**src/rtl/stall_acct_pkg.sv**
```systemverilog
package stall_acct_pkg;

  typedef enum logic [2:0] {
    CLS_EXEC   = 3'd0,
    CLS_CMP    = 3'd1,
    CLS_MAC    = 3'd2,
    CLS_BRANCH = 3'd3,
    CLS_LOAD   = 3'd4,
    CLS_STORE  = 3'd5
  } instr_class_e;

  // Counter slots in the accumulator bank
  localparam int CNT_TOTAL   = 0;
  localparam int CNT_LSTALL  = 1;
  localparam int CNT_BSTALL  = 2;
  localparam int CNT_TAKEN   = 3;
  localparam int CNT_UNTAKEN = 4;
  localparam int NUM_CNT     = 5;

  // Source operands per descriptor
  localparam int NUM_SRC = 2;

endpackage

```
**src/rtl/stall_acct_hazard.sv**
```systemverilog
// Recorded-load mask and load-use stall calculation.
module stall_acct_hazard #(
  parameter int NUM_REGS = 16,
  parameter int NUM_SRC  = 2,
  parameter int PENALTY  = 2,
  parameter int STALL_W  = 3,
  parameter int REG_W    = 4
) (
  input  logic               clk,
  input  logic               rst,
  input  logic               step,
  input  logic               grp_first,
  input  logic               is_load,
  input  logic [REG_W-1:0]   dst_reg,
  input  logic [REG_W-1:0]   src_reg [NUM_SRC],
  input  logic               src_vld [NUM_SRC],
  output logic [STALL_W-1:0] stall
);

  logic [NUM_REGS-1:0] load_mask;
  logic [NUM_REGS-1:0] load_mask_nxt;
  logic [NUM_SRC-1:0]  src_hit;

  // One hit detector per source operand
  for (genvar s = 0; s < NUM_SRC; s++) begin : g_src
    assign src_hit[s] = src_vld[s] && load_mask[src_reg[s]];
  end

  always_comb begin
    stall = '0;
    for (int s = 0; s < NUM_SRC; s++) begin
      if (src_hit[s]) stall = stall + STALL_W'(PENALTY);
    end
  end

  always_comb begin
    load_mask_nxt = grp_first ? '0 : load_mask;
    if (is_load) load_mask_nxt[dst_reg] = 1'b1;
  end

  always_ff @(posedge clk) begin
    if (rst) begin
      load_mask <= '0;
    end else if (step) begin
      load_mask <= load_mask_nxt;
    end
  end

endmodule

```
**src/rtl/stall_acct_merge.sv**
```systemverilog
// Folds the instructions of one issue group into a single cycle contribution.
module stall_acct_merge #(
  parameter int TOT_W = 9
) (
  input  logic             clk,
  input  logic             rst,
  input  logic             step,
  input  logic             grp_first,
  input  logic             grp_last,
  input  logic [TOT_W-1:0] instr_total,
  output logic             contrib_en,
  output logic [TOT_W-1:0] contrib
);

  logic [TOT_W-1:0] held_max;
  logic [TOT_W-1:0] held_eff;

  assign held_eff   = grp_first ? '0 : held_max;
  assign contrib    = (instr_total > held_eff) ? instr_total : held_eff;
  assign contrib_en = step && grp_last;

  always_ff @(posedge clk) begin
    if (rst) begin
      held_max <= '0;
    end else if (step && !grp_last) begin
      held_max <= instr_total;
    end
  end

endmodule

```
**src/rtl/stall_acct_counter.sv**
```systemverilog
// Wrapping accumulator with a narrow increment.
module stall_acct_counter #(
  parameter int CNT_W = 32,
  parameter int INC_W = 9
) (
  input  logic             clk,
  input  logic             rst,
  input  logic             en,
  input  logic [INC_W-1:0] inc,
  output logic [CNT_W-1:0] count
);

  always_ff @(posedge clk) begin
    if (rst) begin
      count <= '0;
    end else if (en) begin
      count <= count + CNT_W'(inc);
    end
  end

endmodule

```
**src/rtl/stall_acct.sv**
```systemverilog
module stall_acct #(
  parameter int NUM_REGS    = 16,
  parameter int CYC_W       = 8,
  parameter int CNT_W       = 32,
  parameter int LOAD_PEN    = 2,
  parameter int BRANCH_PEN  = 2
) (
  input  logic                        clk,
  input  logic                        rst,
  input  logic                        desc_valid,
  input  logic [2:0]                  desc_class,
  input  logic [$clog2(NUM_REGS)-1:0] src_a_reg,
  input  logic                        src_a_vld,
  input  logic [$clog2(NUM_REGS)-1:0] src_b_reg,
  input  logic                        src_b_vld,
  input  logic [$clog2(NUM_REGS)-1:0] dst_reg,
  input  logic                        br_taken,
  input  logic [CYC_W-1:0]            base_cycles,
  input  logic                        grp_first,
  input  logic                        grp_last,
  output logic [CNT_W-1:0]            total_cycles,
  output logic [CNT_W-1:0]            load_stall_cycles,
  output logic [CNT_W-1:0]            branch_stall_cycles,
  output logic [CNT_W-1:0]            taken_count,
  output logic [CNT_W-1:0]            untaken_count
);
  import stall_acct_pkg::*;

  localparam int REG_W    = $clog2(NUM_REGS);
  localparam int LSTALL_W = $clog2(NUM_SRC * LOAD_PEN + 1);
  localparam int TOT_W    = $clog2((2 ** CYC_W) + NUM_SRC * LOAD_PEN + BRANCH_PEN);

  logic [REG_W-1:0]    src_reg [NUM_SRC];
  logic                src_vld [NUM_SRC];
  logic [LSTALL_W-1:0] load_stall;
  logic [TOT_W-1:0]    branch_stall;
  logic [TOT_W-1:0]    instr_total;
  logic                is_load;
  logic                is_branch;
  logic                taken_hit;
  logic                untaken_hit;
  logic                merge_en;
  logic [TOT_W-1:0]    merge_val;

  logic                cnt_en  [NUM_CNT];
  logic [TOT_W-1:0]    cnt_inc [NUM_CNT];
  logic [CNT_W-1:0]    cnt_val [NUM_CNT];

  assign src_reg[0] = src_a_reg;
  assign src_reg[1] = src_b_reg;
  assign src_vld[0] = src_a_vld;
  assign src_vld[1] = src_b_vld;

  assign is_load     = desc_class == CLS_LOAD;
  assign is_branch   = desc_class == CLS_BRANCH;
  assign taken_hit   = desc_valid && is_branch && br_taken;
  assign untaken_hit = desc_valid && is_branch && !br_taken;

  assign branch_stall = taken_hit ? TOT_W'(BRANCH_PEN) : '0;
  assign instr_total  = TOT_W'(base_cycles) + TOT_W'(load_stall) + branch_stall;

  stall_acct_hazard #(
    .NUM_REGS (NUM_REGS),
    .NUM_SRC  (NUM_SRC),
    .PENALTY  (LOAD_PEN),
    .STALL_W  (LSTALL_W),
    .REG_W    (REG_W)
  ) u_hazard (
    .clk       (clk),
    .rst       (rst),
    .step      (desc_valid),
    .grp_first (grp_first),
    .is_load   (is_load),
    .dst_reg   (dst_reg),
    .src_reg   (src_reg),
    .src_vld   (src_vld),
    .stall     (load_stall)
  );

  stall_acct_merge #(
    .TOT_W (TOT_W)
  ) u_merge (
    .clk         (clk),
    .rst         (rst),
    .step        (desc_valid),
    .grp_first   (grp_first),
    .grp_last    (grp_last),
    .instr_total (instr_total),
    .contrib_en  (merge_en),
    .contrib     (merge_val)
  );

  always_comb begin
    cnt_en[CNT_TOTAL]    = merge_en;
    cnt_inc[CNT_TOTAL]   = merge_val;
    cnt_en[CNT_LSTALL]   = desc_valid;
    cnt_inc[CNT_LSTALL]  = TOT_W'(load_stall);
    cnt_en[CNT_BSTALL]   = taken_hit;
    cnt_inc[CNT_BSTALL]  = branch_stall;
    cnt_en[CNT_TAKEN]    = taken_hit;
    cnt_inc[CNT_TAKEN]   = TOT_W'(1);
    cnt_en[CNT_UNTAKEN]  = untaken_hit;
    cnt_inc[CNT_UNTAKEN] = TOT_W'(1);
  end

  for (genvar c = 0; c < NUM_CNT; c++) begin : g_cnt
    stall_acct_counter #(
      .CNT_W (CNT_W),
      .INC_W (TOT_W)
    ) u_cnt (
      .clk   (clk),
      .rst   (rst),
      .en    (cnt_en[c]),
      .inc   (cnt_inc[c]),
      .count (cnt_val[c])
    );
  end

  assign total_cycles        = cnt_val[CNT_TOTAL];
  assign load_stall_cycles   = cnt_val[CNT_LSTALL];
  assign branch_stall_cycles = cnt_val[CNT_BSTALL];
  assign taken_count         = cnt_val[CNT_TAKEN];
  assign untaken_count       = cnt_val[CNT_UNTAKEN];

endmodule

```
**config.mk**
```make
export PLATFORM = sky130hd
export DESIGN_NAME = stall_acct
export DESIGN_NICKNAME = d
export VERILOG_FILES = /design/src/rtl/stall_acct_pkg.sv /design/src/rtl/stall_acct_hazard.sv /design/src/rtl/stall_acct_merge.sv /design/src/rtl/stall_acct_counter.sv /design/src/rtl/stall_acct.sv
export SDC_FILE = /design/constraint.sdc
export NUM_CORES = 1
export LEC_CHECK = 0
export BUFFER_PORTS_ARGS = -buffer_cell sky130_fd_sc_hd__buf_2
export CORE_MARGIN = 10
export CORE_UTILIZATION = 36
export CTS_BUF_LIST = sky130_fd_sc_hd__clkbuf_4
export DETAILED_ROUTE_END_ITERATION = 7
export GPL_ROUTABILITY_DRIVEN = 0
export SETUP_SLACK_MARGIN = 0.15
export SKIP_CTS_REPAIR_TIMING = 1
export SLEW_MARGIN = 20
export SYNTH_ARGS = -nofsm -noshare
export SYNTH_HDL_FRONTEND = slang
export SYNTH_SLANG_ARGS = --single-unit
```
**constraint.sdc**
```tcl
create_clock -name clk -period 10.3 [get_ports clk]
set_clock_uncertainty 0.1 [all_clocks]
set_input_delay 2.575 -clock clk [delete_from_list [all_inputs] [get_ports clk]]
set_output_delay 2.575 -clock clk [all_outputs]
set_load 0.005 [all_outputs]
```
* Word-level counts from Yosys, hierarchy flattened
Cells that the tools add are included.
** Operators by class
- Add/sub/neg operators :: 8
- $lt $le $gt $ge :: 5
- Equality and inequality tests :: 2
- Muxes and demuxes :: 13
- Bitwise operators :: 1
- Reductions and logical operators :: 10
** Operator list (number)
- $add 32x1->32 const B :: 2
- $add 32x2->32 :: 1
- $add 32x3->32 :: 1
- $add 32x9->32 :: 1
- $mux 16 :: 2
- $mux 9 :: 2
- $or 16x16->16 :: 1
- $lt 4x5->1 const B :: 3
- $add 8x3->9 :: 1
- $add 9x2->9 :: 1
- $gt 9x9->1 :: 1
- $bmux 1 s4 :: 2
- $logic_and 1x1->1 :: 8
- $demux 1 s4 :: 1
- $ge 4x1->1 const B :: 1
- $mux 2 :: 2
- $add 2x2->3 const B :: 1
- $eq 3x2->1 const B :: 1
- $eq 3x3->1 const B :: 1
- $mux 1 :: 3
- $mux 3 :: 1
- $logic_not 1->1 :: 2
** Word-level totals
- Flip-flop bits (word level) :: 185
- Input port bits :: 31

* Longest topological paths before layout
- Word-level depth :: 11
- Gate-level depth with buffers :: 27

* Hierarchy
Synthesis repeated with hierarchy kept, for this count alone.
** Unflattened totals
- Cell total of the unflattened synthesis :: 1234
- Area total of the unflattened synthesis :: 10954.3 um^2
** By module, submodules not included
- stall_acct_counter (g_cnt[0].u_cnt ...) :: instances 4, cells each 200, area an instance 1828.0 um^2, seq. area each 640.6 um^2
- stall_acct_counter (g_cnt[1].u_cnt) :: instances 1, cells each 208, area an instance 1754.2 um^2, seq. area each 640.6 um^2
- stall_acct_hazard :: instances 1, cells each 99, area an instance 903.4 um^2, seq. area each 320.3 um^2
- stall_acct_merge :: instances 1, cells each 91, area an instance 714.4 um^2, seq. area each 180.2 um^2
- stall_acct :: instances 1, cells each 36, area an instance 270.3 um^2, seq. area each 0.0 um^2

* Worst setup path after synthesis
No wires, ideal clock.
- Kind :: input-to-reg
- Start point :: input src_a_reg[0]
- End point :: register g_cnt[0].u_cnt.count[20]
- Library setup time :: 0.121 ns
- Arrival time :: 8.160 ns
- Required time :: 10.079 ns
- Slack :: 1.920 ns
- Stages on the path :: 25
- Cells stage by stage :: mux4_2 > mux4_2 > and2_1 > ha_1 > inv_1 > fa_1 > inv_1 > ha_1 > a21oi_1 > o21a_1 > or2_2 > ha_1 > or3_1 > o21ai_0 > a21oi_1 > clkbuf_1 > mux2_2 > nand3_1 > ha_1 > a21oi_1 > o21ai_0 > a21oi_1 > clkbuf_1 > nor4b_1 > mux2_2
** Between the ends
- Word-level cells in the longest chain between the ends :: 11
** Ends and longest elaborated chain
- start: declaration :: RTL line stall_acct.sv:12 : input logic [$clog2(NUM_REGS)-1:0] src_a_reg,
- $bmux 1 s4 (*) :: RTL line stall_acct_hazard.sv:26 : assign src_hit[s] = src_vld[s] && load_mask[src_reg[s]];
- $mux 1 (not written as such) (*) :: RTL line stall_acct_hazard.sv:26
- $logic_and 1x1->1 (*) :: RTL line stall_acct_hazard.sv:26
- $mux 2 (*) :: RTL line stall_acct_hazard.sv:32 : if (src_hit[s]) stall = stall + STALL_W'(PENALTY);
- $add 2x2->3 :: RTL line stall_acct_hazard.sv:32
- $mux 3 (*) :: RTL line stall_acct_hazard.sv:32
- $add 8x3->9 (*) :: RTL line stall_acct.sv:60 : assign instr_total = TOT_W'(base_cycles) + TOT_W'(load_stall) + branch_stall;
- $add 9x2->9 (*) :: RTL line stall_acct.sv:60
- named net instr_total[7] :: RTL line stall_acct.sv:37 : logic [TOT_W-1:0] instr_total;
- $gt 9x9->1 :: RTL line stall_acct_merge.sv:19 : assign contrib = (instr_total > held_eff) ? instr_total : held_eff;
- $mux 9 (*) :: RTL line stall_acct_merge.sv:19
- $add 32x9->32 (*) :: RTL line stall_acct_counter.sv:17 : count <= count + CNT_W'(inc);
- end signal: assignment :: RTL line stall_acct_counter.sv:17
- end: declaration :: RTL line stall_acct_counter.sv:10 : output logic [CNT_W-1:0] count
The timed path passes the listed nets; every way through them passes the cells marked *. The select of a mux whose other input is x is not followed.
A chain may end at the register's enable or synchronous reset.

* Final worst setup path
- Start point :: input src_b_reg[0]
- End point :: register g_cnt[0].u_cnt.count[20]
** Between the ends
- Word-level cells in the longest chain between the ends :: 9
** Ends and longest elaborated chain
- start: declaration :: RTL line stall_acct.sv:14 : input logic [$clog2(NUM_REGS)-1:0] src_b_reg,
- $bmux 1 s4 (*) :: RTL line stall_acct_hazard.sv:26
- $mux 1 (not written as such) (*) :: RTL line stall_acct_hazard.sv:26
- $logic_and 1x1->1 (*) :: RTL line stall_acct_hazard.sv:26
- $mux 3 (*) :: RTL line stall_acct_hazard.sv:32
- $add 8x3->9 (*) :: RTL line stall_acct.sv:60
- $add 9x2->9 (*) :: RTL line stall_acct.sv:60
- named net instr_total[3] :: RTL line stall_acct.sv:37
- $gt 9x9->1 :: RTL line stall_acct_merge.sv:19
- $mux 9 (*) :: RTL line stall_acct_merge.sv:19
- $add 32x9->32 (*) :: RTL line stall_acct_counter.sv:17
Marked as above.

==> impl_metrics.py <==
metrics = {
    "drt": {
        "vias": 8731,
        "ant_nets": 0,
        "drt_iter0_markers": 617,
        "remaining_drc_errors": 0,
        "drt_first_pass_iters": 5,
        "wl_per_cell_um": 16.5,
        "routed_wl_um": 27000,
        "viasPerCell": 5.32,
    },
    "layout": {
        "area.sequential_mm2": 0.00366,
        "num-fill-cells": 2673,
        "drive_gt1_frac": 0.201,
        "multi_input_area_mm2": 0.00549,
        "fin_area_mm2": 0.0111,
        "fin_nets": 1352,
        "area_growth_pct": 15.7,
        "fin_cells": 1640,
    },
    "yosys": {
        "syn_area_mm2": 0.00956,
        "async_flop_share": 0,
        "synth_top_area_frac": 0.383,
        "synth_common_cells": "dfxtp_1, nor2_1, xnor2_1",
        "synth_area_per_cell_um2": 8.42,
        "ys_types": 65,
        "ys.flop_type": "dfxtp_1",
        "synth_edf_count": 0,
        "ys_seq_elements": 183,
        "postSynthCellCount": 1136,
        "synth-seq-area-share": 0.383,
        "ys_warn_count": 0,
        "synth.most_common_cell": "dfxtp_1",
        "synth.largest_area_cell": "dfxtp_1",
        "synth_area_leaders": "dfxtp_1, xnor2_1, nor2_1, a21oi_1, ha_1",
    },
    "sta": {
        "hold_violations": 0,
        "slew_headroom": 0.312,
        "finalSetupTns_ps": 0,
        "rsz0062_at_grt": "no",
        "max_freq_mhz": 117,
        "finalMaxSlewViolations": 0,
        "worst_slew_pin_slew_ps": 1020,
        "finalSetupViolations": 0,
        "fin_crit_ps": 8520,
        "min_period_over_period": 0.827,
    },
    "critical_path": {
        "critical_path_required_ps": 10660,
        "r2r_setup_slack_ps": 3640,
        "crit_path_end_kind": "flop",
        "path_class": "in -> reg",
        "cp-start-kind": "input pin",
        "worstReg2RegStart": "u_hazard.load_mask[11]$_SDFFE_PP0P_",
        "arrival_ps": 8880,
        "worstSetupStartpoint": "src_b_reg[0]",
        "worstPathMaxFanout": 21,
    },
    "global_routing": {
        "grt_usage": 0.157,
        "grt_pass1_vias": 8166,
        "antenna_found_initial": 2,
        "grt_max_degree": 103,
        "globalRouteOverflowTotal": 0,
        "grt_pass1_wl_um": 44200,
    },
    "cts": {
        "cts_buffers": 17,
        "clk_path_buf_depth": 2,
        "cts.sinks": 183,
        "clock_latency_ps": 580,
        "cts_tree": "yes",
        "h-tree-depth": 4,
        "clock-root-buffer": "clkbuf_4",
        "clkTransAtPathRegs_ps": 160,
    },
    "power": {
        "p_leak_nw": 4.18,
        "power.total_mw": 1.27,
        "ir_drop_uv": 92.2,
        "pwr_density_cell_mw_per_mm2": 114,
    },
    "die": {
        "core-area_mm2": 0.0261,
        "die_x_um": 183,
        "start_util": 0.366,
        "rows": 59,
        "dieArea_mm2": 0.0335,
        "die_y_um": 183,
        "io_pins": 191,
    },
    "place": {
        "dp_hpwl_um": 19700,
        "placed_cells": 1607,
        "io_buffer_count": 188,
        "placed_area_mm2": 0.0107,
    },
    "hold_path": {
        "hold_start": "g_cnt[0].u_cnt.count[5]$_SDFFE_PP0P_",
        "hold_class": "reg -> reg",
    },
    "run_status": {
        "outcome": "complete, no violations",
    },
    "run": {
        "maxCapViolCount": 0,
    },
}
[metal layers]
layer / GRT usage / wire [um] / up-vias
met2: 0.258 / 12800 / 189
met5: 0 / 13 / -
met1: 0.200 / 12400 / 4138
met4: 0.0410 / 353 / 2
li1: - / - / 4380
met3: 0.0413 / 1480 / 22
[critical path: stages]
cell      delay, ps
buf_2           150
mux4_2          500
mux4_2          480
and2_1          170
ha_1            310
inv_1            60
fa_1            350
inv_1            70
ha_1            170
fa_1            480
ha_1            370
a21oi_1          90
and3_1          190
o21ai_1         420
nand2_1         120
o311ai_0        600
fa_1            330
a21oi_1         110
o21ai_0         320
a21oi_1         120
buf_4           210
nor4b_1         330
mux2_2          360
[sequential cells by signal, indices dropped and copies added (netlist names)]
name and flops:
g_cnt.u_cnt.count 158, u_hazard.load_mask 16, u_merge.held_max 9
[path summary, 6_finish.rpt]
| check | end | cells past startpoint |
|---|---|---|
| setup reg to reg | g_cnt[0].u_cnt.count[20]$_SDFFE_PP0P_ | 22 |
| hold reg to reg | g_cnt[0].u_cnt.count[5]$_SDFFE_PP0P_ | 2 |
| hold / removal | g_cnt[0].u_cnt.count[5]$_SDFFE_PP0P_ | 2 |
| setup / recovery | g_cnt[0].u_cnt.count[20]$_SDFFE_PP0P_ | 23 |
[through the flow]
step	setup WS, ps	hold WS (ps)	util
5_1_grt	1270	407	0.423
3_5_place_dp	1220	372	0.411
2_1_floorplan	1920	352	-
6_report	1780	392	0.423
4_1_cts	1860	394	0.423
3_3_place_gp	1340	363	0.411
[where the power goes]
part	internal, mW	total [mW]	switching [mW]
registers	0.714	0.718	0.00425
clock network	0.139	0.437	0.298
logic	0.0398	0.111	0.0709
total	0.893	1.27	0.373
[cell usage in the layout (no fill, tap or decap), types with 12 or more instances in the layout]
cell,n
buf_2,187
nor4_1,41
nand4_1,34
nor2_1,147
clkbuf_4,18
o31ai_1,17
or3_1,23
inv_1,45
dfxtp_1,183
and2_1,12
xor2_1,22
nor3_1,38
xnor2_1,83
nand3_1,53
nor2b_1,17
a21oi_1,68
or4_1,17
and4_1,15
ha_1,26
and3_1,12
o21ai_0,33
nand2_1,64
mux2_2,12
[cells by family (layout without fill, tap and decap cells)]
logic type,after synthesis,after routing,share of synthesized area
AND/OR/NAND/NOR,503,503,0.273
multiplexers,30,30,0.0461
AO/OA/AOI/OAI,177,177,0.115
XOR/XNOR,105,105,0.0962
adder cells (fa/ha/maj),30,30,0.0424
other,1,3,0.000392
buffers and inverters,107,274,0.0438
flip-flops,183,183,0.383
[cell type report]
type / count / area share
tap: 335 / 0.0379
sequential: 183 / 0.331
multi-input combinational: 847 / 0.496
clock buffer: 18 / 0.0122
timing repair buffer: 196 / 0.0911
antenna: 1 / 0.000226
clock inverter: 14 / 0.0157
inverter: 46 / 0.0156
Power figures use the tool's default switching activity.
